## config.mk

```make
export PLATFORM = sky130hd
export DESIGN_NAME = region_guard
export DESIGN_NICKNAME = d
export VERILOG_FILES = /design/src/rtl/regchk_pkg.sv /design/src/rtl/regchk_ctrl.sv /design/src/rtl/regchk_datapath.sv /design/src/rtl/region_guard.sv
export SDC_FILE = /design/constraint.sdc
export NUM_CORES = 2
export LEC_CHECK = 0
export BUFFER_PORTS_ARGS = -buffer_cell sky130_fd_sc_hd__buf_2
export CAP_MARGIN = 10
export CORE_UTILIZATION = 57
export DETAILED_ROUTE_END_ITERATION = 10
export PLACE_DENSITY = 0.78
export SLEW_MARGIN = 5
export SYNTH_ARGS = -nofsm -noshare
export SYNTH_HDL_FRONTEND = slang
export SYNTH_SLANG_ARGS = --single-unit
```

## constraint.sdc

```tcl
create_clock -name clk -period 4.3 [get_ports clk]
set_input_delay 0.645 -clock clk [delete_from_list [all_inputs] [get_ports clk]]
set_output_delay 0.645 -clock clk [all_outputs]
set_load 0.02 [all_outputs]
```

## src/rtl/regchk_pkg.sv

```systemverilog
package regchk_pkg;

  typedef enum logic [1:0] {
    ACC_READ  = 2'd0,
    ACC_WRITE = 2'd1,
    ACC_EXEC  = 2'd2,
    ACC_RSVD  = 2'd3
  } accType_e;

  typedef struct packed {
    logic cfgWrite;
    logic rspLoad;
    logic capture;
    logic clear;
  } ctrlStrobe_t;

  localparam logic [31:0] RIGHTS_KEEP = 32'h3F00_003F;

  // Permission of one descriptor's rights word for one access
  function automatic logic rightsPermit(input logic [31:0] rights,
                                        input logic [2:0]  master,
                                        input logic [1:0]  kind,
                                        input logic        isSuper);
    logic [2:0] rwx;
    logic       rdEn;
    logic       wrEn;
    logic       result;
    rwx    = rights[2:0];
    rdEn   = 1'b0;
    wrEn   = 1'b0;
    result = 1'b0;
    if (master == 3'd0) begin
      if (isSuper) begin
        unique case (rights[4:3])
          2'd0:    rwx = 3'b111;
          2'd1:    rwx = 3'b101;
          2'd2:    rwx = 3'b110;
          default: rwx = rights[2:0];
        endcase
      end
      unique case (accType_e'(kind))
        ACC_READ:  result = rwx[2];
        ACC_WRITE: result = rwx[1];
        ACC_EXEC:  result = rwx[0];
        default:   result = 1'b0;
      endcase
    end else begin
      unique case (master)
        3'd4:    begin rdEn = rights[25]; wrEn = rights[24]; end
        3'd6:    begin rdEn = rights[27]; wrEn = rights[26]; end
        3'd7:    begin rdEn = rights[29]; wrEn = rights[28]; end
        default: begin rdEn = 1'b0;       wrEn = 1'b0;       end
      endcase
      if (accType_e'(kind) == ACC_READ)       result = rdEn;
      else if (accType_e'(kind) == ACC_WRITE) result = wrEn;
      else                                    result = 1'b0;
    end
    return result;
  endfunction

endpackage

```

## src/rtl/regchk_ctrl.sv

```systemverilog
module regchk_ctrl
  import regchk_pkg::*;
(
  input  logic        clk,
  input  logic        rstN,
  input  logic        cfgWe,
  input  logic        reqValid,
  input  logic        allowNow,
  input  logic        errClear,
  output ctrlStrobe_t strobe,
  output logic        errValid
);

  logic errValidQ;

  always_comb begin
    strobe.cfgWrite = cfgWe;
    strobe.rspLoad  = reqValid;
    strobe.clear    = errClear;
    strobe.capture  = reqValid && !allowNow && !errValidQ && !errClear;
  end

  always_ff @(posedge clk) begin
    if (!rstN)               errValidQ <= 1'b0;
    else if (strobe.clear)   errValidQ <= 1'b0;
    else if (strobe.capture) errValidQ <= 1'b1;
  end

  assign errValid = errValidQ;

endmodule

```

## src/rtl/regchk_datapath.sv

```systemverilog
module regchk_datapath
  import regchk_pkg::*;
#(
  parameter int NUM_DESC = 8,
  parameter int ADDR_W   = 32,
  parameter int PID_W    = 8,
  localparam int IDX_W   = $clog2(NUM_DESC)
) (
  input  logic              clk,
  input  logic              rstN,
  input  ctrlStrobe_t       strobe,
  input  logic [IDX_W+1:0]  cfgAddr,
  input  logic [31:0]       cfgWdata,
  output logic [31:0]       cfgRdata,
  input  logic [ADDR_W-1:0] reqAddr,
  input  logic [2:0]        reqMaster,
  input  logic [1:0]        reqType,
  input  logic              reqSuper,
  input  logic [PID_W-1:0]  reqPid,
  output logic              allowNow,
  output logic              rspValid,
  output logic              rspGrant,
  output logic              rspError,
  output logic [ADDR_W-1:0] errAddr,
  output logic [2:0]        errMaster,
  output logic [1:0]        errType,
  output logic              errSuper
);

  localparam int PID_HI  = 31;
  localparam int MASK_HI = 31 - PID_W;
  localparam logic [31:0] TAG_KEEP =
    {{(2*PID_W){1'b1}}, {(31-2*PID_W){1'b0}}, 1'b1};

  logic [ADDR_W-1:0] startQ  [NUM_DESC];
  logic [ADDR_W-1:0] endQ    [NUM_DESC];
  logic [31:0]       rightsQ [NUM_DESC];
  logic [31:0]       tagQ    [NUM_DESC];

  logic [IDX_W-1:0]    selIdx;
  logic [1:0]          selWord;
  logic [NUM_DESC-1:0] passVec;

  assign selIdx  = cfgAddr[IDX_W+1:2];
  assign selWord = cfgAddr[1:0];

  always_ff @(posedge clk) begin
    if (!rstN) begin
      for (int i = 0; i < NUM_DESC; i++) begin
        startQ[i]  <= '0;
        endQ[i]    <= '0;
        rightsQ[i] <= '0;
        tagQ[i]    <= '0;
      end
    end else if (strobe.cfgWrite) begin
      unique case (selWord)
        2'd0: startQ[selIdx]  <= cfgWdata[ADDR_W-1:0];
        2'd1: endQ[selIdx]    <= cfgWdata[ADDR_W-1:0];
        2'd2: rightsQ[selIdx] <= cfgWdata & RIGHTS_KEEP;
        default: tagQ[selIdx] <= cfgWdata & TAG_KEEP;
      endcase
    end
  end

  always_comb begin
    unique case (selWord)
      2'd0:    cfgRdata = 32'(startQ[selIdx]);
      2'd1:    cfgRdata = 32'(endQ[selIdx]);
      2'd2:    cfgRdata = rightsQ[selIdx];
      default: cfgRdata = tagQ[selIdx];
    endcase
  end

  for (genvar g = 0; g < NUM_DESC; g++) begin : gDesc
    logic             inWindow;
    logic             pidMatch;
    logic             covers;
    logic [PID_W-1:0] careBits;
    always_comb begin
      inWindow = (reqAddr >= startQ[g]) && (reqAddr <= endQ[g]);
      careBits = ~tagQ[g][MASK_HI -: PID_W];
      pidMatch = ((reqPid ^ tagQ[g][PID_HI -: PID_W]) & careBits) == '0;
      covers   = tagQ[g][0] && inWindow &&
                 (pidMatch || !rightsQ[g][5] || (reqMaster != 3'd0));
    end
    assign passVec[g] = covers &&
                        rightsPermit(rightsQ[g], reqMaster, reqType, reqSuper);
  end

  assign allowNow = |passVec;

  always_ff @(posedge clk) begin
    if (!rstN) begin
      rspValid <= 1'b0;
      rspGrant <= 1'b0;
      rspError <= 1'b0;
    end else begin
      rspValid <= strobe.rspLoad;
      rspGrant <= strobe.rspLoad && allowNow;
      rspError <= strobe.rspLoad && !allowNow;
    end
  end

  always_ff @(posedge clk) begin
    if (!rstN) begin
      errAddr   <= '0;
      errMaster <= '0;
      errType   <= '0;
      errSuper  <= 1'b0;
    end else if (strobe.capture) begin
      errAddr   <= reqAddr;
      errMaster <= reqMaster;
      errType   <= reqType;
      errSuper  <= reqSuper;
    end
  end

endmodule

```

## src/rtl/region_guard.sv

```systemverilog
module region_guard
  import regchk_pkg::*;
#(
  parameter int NUM_DESC = 8,
  parameter int ADDR_W   = 32,
  parameter int PID_W    = 8,
  localparam int IDX_W   = $clog2(NUM_DESC)
) (
  input  logic              clk,
  input  logic              rstN,
  input  logic              cfgWe,
  input  logic [IDX_W+1:0]  cfgAddr,
  input  logic [31:0]       cfgWdata,
  output logic [31:0]       cfgRdata,
  input  logic              reqValid,
  input  logic [ADDR_W-1:0] reqAddr,
  input  logic [2:0]        reqMaster,
  input  logic [1:0]        reqType,
  input  logic              reqSuper,
  input  logic [PID_W-1:0]  reqPid,
  output logic              rspValid,
  output logic              rspGrant,
  output logic              rspError,
  input  logic              errClear,
  output logic              errValid,
  output logic [ADDR_W-1:0] errAddr,
  output logic [2:0]        errMaster,
  output logic [1:0]        errType,
  output logic              errSuper
);

  ctrlStrobe_t strobe;
  logic        allowNow;

  regchk_ctrl i_ctrl (
    .clk      (clk),
    .rstN     (rstN),
    .cfgWe    (cfgWe),
    .reqValid (reqValid),
    .allowNow (allowNow),
    .errClear (errClear),
    .strobe   (strobe),
    .errValid (errValid)
  );

  regchk_datapath #(
    .NUM_DESC (NUM_DESC),
    .ADDR_W   (ADDR_W),
    .PID_W    (PID_W)
  ) i_datapath (
    .clk       (clk),
    .rstN      (rstN),
    .strobe    (strobe),
    .cfgAddr   (cfgAddr),
    .cfgWdata  (cfgWdata),
    .cfgRdata  (cfgRdata),
    .reqAddr   (reqAddr),
    .reqMaster (reqMaster),
    .reqType   (reqType),
    .reqSuper  (reqSuper),
    .reqPid    (reqPid),
    .allowNow  (allowNow),
    .rspValid  (rspValid),
    .rspGrant  (rspGrant),
    .rspError  (rspError),
    .errAddr   (errAddr),
    .errMaster (errMaster),
    .errType   (errType),
    .errSuper  (errSuper)
  );

endmodule

```

==> flow_summary_export.csv <==
group,metric,value,unit
synth,syn_area,0.0487,mm2
floorplan,io_pins,162,
global_routing,grt_pass1_vias,38100,
timing,tightest_slew,1.08,ns
global_routing,grt_max_degree,68,
synth,yosys.area.top_type,"edfxtp_1",
routing,drc,0,
synth,synth_flop_cell,"edfxtp_1",
timing,fmax,243,MHz
placement,gp_congestion,1.07,
setup_path,cp_cell_sequence,"inv_1 -> ha_1 -> nand4_1 -> or3_1 -> o41ai_1 -> o31ai_1 -> nand4_1 -> nand4_1 -> nor4_4 -> buf_4 -> buf_12 -> mux2i_1",
timing,rsz0062_at_grt,"false",
clock_network,cts.sinks,786,
timing,fin_skew,0.0211,ns
synth,yosysTopAreaCellShare,0.458,
timing,hold_viol,0,
synth,syn_inst,4633,
setup_path,slowest_stage,"o41ai_1",
routing,vias,40400,
setup_path,cpMostUsedCell,"nand4_1",
floorplan,rows,106,
cells_and_area,fin_util,0.656,
setup_path,path_class,"reg -> reg",
setup_path,max_stage_delay,1.00,ns
clock_network,clockRootBuffer,"clkbuf_16",
setup_path,worstSetupStartpointType,"register",
floorplan,initial_core_util,0.580,
routing,dr.pass1.iters,7,
cells_and_area,syn2layout_area_growth,13.2,%
clock_network,clk_latency,0.69,ns
worst_hold_path,min_path_type,"in -> reg",
cells_and_area,stdcell_count,6054,
routing,drt_wl_total,189000,um
synth,yosys.cell_types.count,69,
run_status,status,"completed",
clock_network,cts_buffer_depth,3,
run,drv_cap,0,
floorplan,fp.coreArea,0.0841,mm2
synth,ys_top_cells_by_area,"edfxtp_1 (46%), ha_1 (13%), and2_1 (9.6%)",
power,leakagePower,0.0231,uW
global_routing,grt-ovfl-total,0,
setup_path,arrival,4.71,ns
routing,ant_nets,0,
floorplan,die_area,0.0867,mm2
clock_network,htree_num_levels,3,
placement,place_area,0.0524,mm2
power,irDropWorstVdd,0.508,mV
cells_and_area,nets,5448,
synth,ys_warn_count,0,
routing,drt_iter0_drc,6156,
cells_and_area,drive_above_1_share,0.122,
floorplan,dieHeight,294,um
setup_path,cp_data_required_time,4.89,ns
setup_path,end_kind,"register",
timing,setup_violations,0,
cells_and_area,num-fill-cells,6669,
placement,dp_cells,5891,
cells_and_area,most-common-layout-cells,"and2_1 (750), edfxtp_1 (744), ha_1 (512)",
clock_network,cts_tree,"yes",
synth,yosysSeqAreaShare,0.476,
timing,drv_slew,0,
synth,synth-edff-count,744,
cells_and_area,final_area,0.0552,mm2
synth,syn_nets,5233,
power,finalPower,19800,uW
clock_network,cts_buffers,88,
routing,routedWlPerCell,31.2,um
global_routing,grt_pass1_wl,266000,um
setup_path,crit_fanout,20,
synth,ys_async_sr_fraction,0,
placement,io_buffer_count,161,
timing,final.period_utilization,0.959,
synth,synth-seq-cells,786,
routing,avgViaCountPerCell,6.67,
global_routing,antenna_found_initial,13,
floorplan,die_w,294,um
global_routing,grtUsageTotal,0.432,
clock_network,clk_transition_reported_paths,0.06,ns
synth,avgSynthCellArea,10.5,um2
power,powerDensity,359,mW/mm2
placement,hpwl,136000,um
timing,slew_headroom,0.273,
cells_and_area,layout_commonest_cell,"and2_1",
timing,period_needed,4.12,ns
[flip-flops by register name, summed over array words and instances (netlist names)]
name / cells
i_datapath.rspValid: 1
i_ctrl.errValid: 1
i_datapath.tagQ: 136
i_datapath.startQ: 256
i_datapath.errType: 2
i_datapath.errSuper: 1
i_datapath.endQ: 256
i_datapath.rightsQ: 96
i_datapath.errAddr: 32
i_datapath.rspError: 1
i_datapath.errMaster: 3
i_datapath.rspGrant: 1
[routing by layer]
layer / part of all wire / vias to the layer above / global-route usage
met4: 0.060 / 10 / 0.219
met3: 0.15 / 637 / 0.139
met2: 0.41 / 3133 / 0.615
met1: 0.38 / 19400 / 0.589
li1: - / 17200 / -
met5: 0.00083 / - / 0.00851
[worst max-delay path, delay by kind of cell, from the launching register on]
family | cells | cell delay, ns
AND/OR/NAND/NOR | 5 | 1.34
flip-flops | 1 | 0.39
AO/OA/AOI/OAI | 2 | 1.36
buffers and inverters | 3 | 0.42
adder cells (fa/ha/maj) | 1 | 0.30
multiplexers | 1 | 0.21
[final timing paths]
| path | to | cells after the start | startpoint | slack, ns |
|---|---|---|---|---|
| setup / recovery | i_datapath.errAddr[6] | 12 | i_datapath.endQ[2][29] | 0.18 |
| setup reg to reg | i_datapath.errAddr[6] | 12 | i_datapath.endQ[2][29] | 0.18 |
| hold reg to reg | i_datapath.errAddr[15] | 2 | i_datapath.errAddr[15] | 0.45 |
| hold / removal | i_datapath.errAddr[0] | 3 | reqAddr[0] | 0.24 |
[kinds of logic (layout without fill, tap and decap cells)]
| logic type | Yosys count | after routing | synth area share |
|---|---|---|---|
| fa+ha+maj | 512 | 512 | 0.131 |
| compound gates | 982 | 982 | 0.133 |
| simple gates | 1419 | 1419 | 0.166 |
| other cells | 0 | 1 | 0 |
| mux | 86 | 86 | 0.0198 |
| xor+xnor | 64 | 64 | 0.0118 |
| flops | 786 | 786 | 0.476 |
| buf+inv | 784 | 1070 | 0.0617 |
[where the power goes]
group	switching, uW	leakage (uW)	total, uW	internal, uW
logic	2180	0.0143	3250	1060
clock network	3330	0.00136	7520	4190
registers	279	0.00742	9070	8790
total	5790	0.0231	19800	14000
[stage by stage]
step | hold slack (ns) | setup slack [ns] | setup TNS (ns)
4_1_cts | 0.221 | 0.162 | 0
6_report | 0.237 | 0.177 | 0
3_5_place_dp | 0.443 | -0.441 | -15.49
2_1_floorplan | 0.533 | -0.186 | -48.77
3_3_place_gp | 0.442 | -0.376 | -13.80
5_1_grt | 0.253 | 0.0332 | 0
[repair_timing]
action | in CTS | in global routing
buffers inserted | 0 | 1
hold buffers | 0 | 0
setup endpoints to repair | 0 | 38
gates resized for setup | 0 | 3
[cells in the mapped netlist, types with 14 or more instances]
cell,instances
clkbuf_1,242
dfxtp_1,42
o221ai_1,14
a221oi_1,77
xnor2_1,62
nand4_1,97
inv_1,509
a2111oi_0,15
a21o_1,48
mux2i_1,73
o22ai_1,118
o21ai_0,172
nor2b_1,34
nand3_1,66
a22o_1,14
nor4_1,22
ha_1,512
nor3_1,20
nand2_1,223
nor2_1,102
buf_1,21
a21oi_1,220
a211oi_1,26
and2_1,751
a22oi_1,160
o41ai_1,14
o211ai_1,24
edfxtp_1,744
and4_1,39
nand2b_1,28
[layout make-up]
cell class	instances	area, um2	share of cell area
sequential	786	23200	0.420
multi-input combinational	3063	22900	0.414
timing repair buffer	400	3010	0.0545
clock buffer	113	2320	0.0420
inverter	509	1910	0.0347
tap	1134	1420	0.0257
clock inverter	48	479	0.00868
antenna	1	2.50	0.0000453
Note: power is estimated with default switching activity, not from simulation.
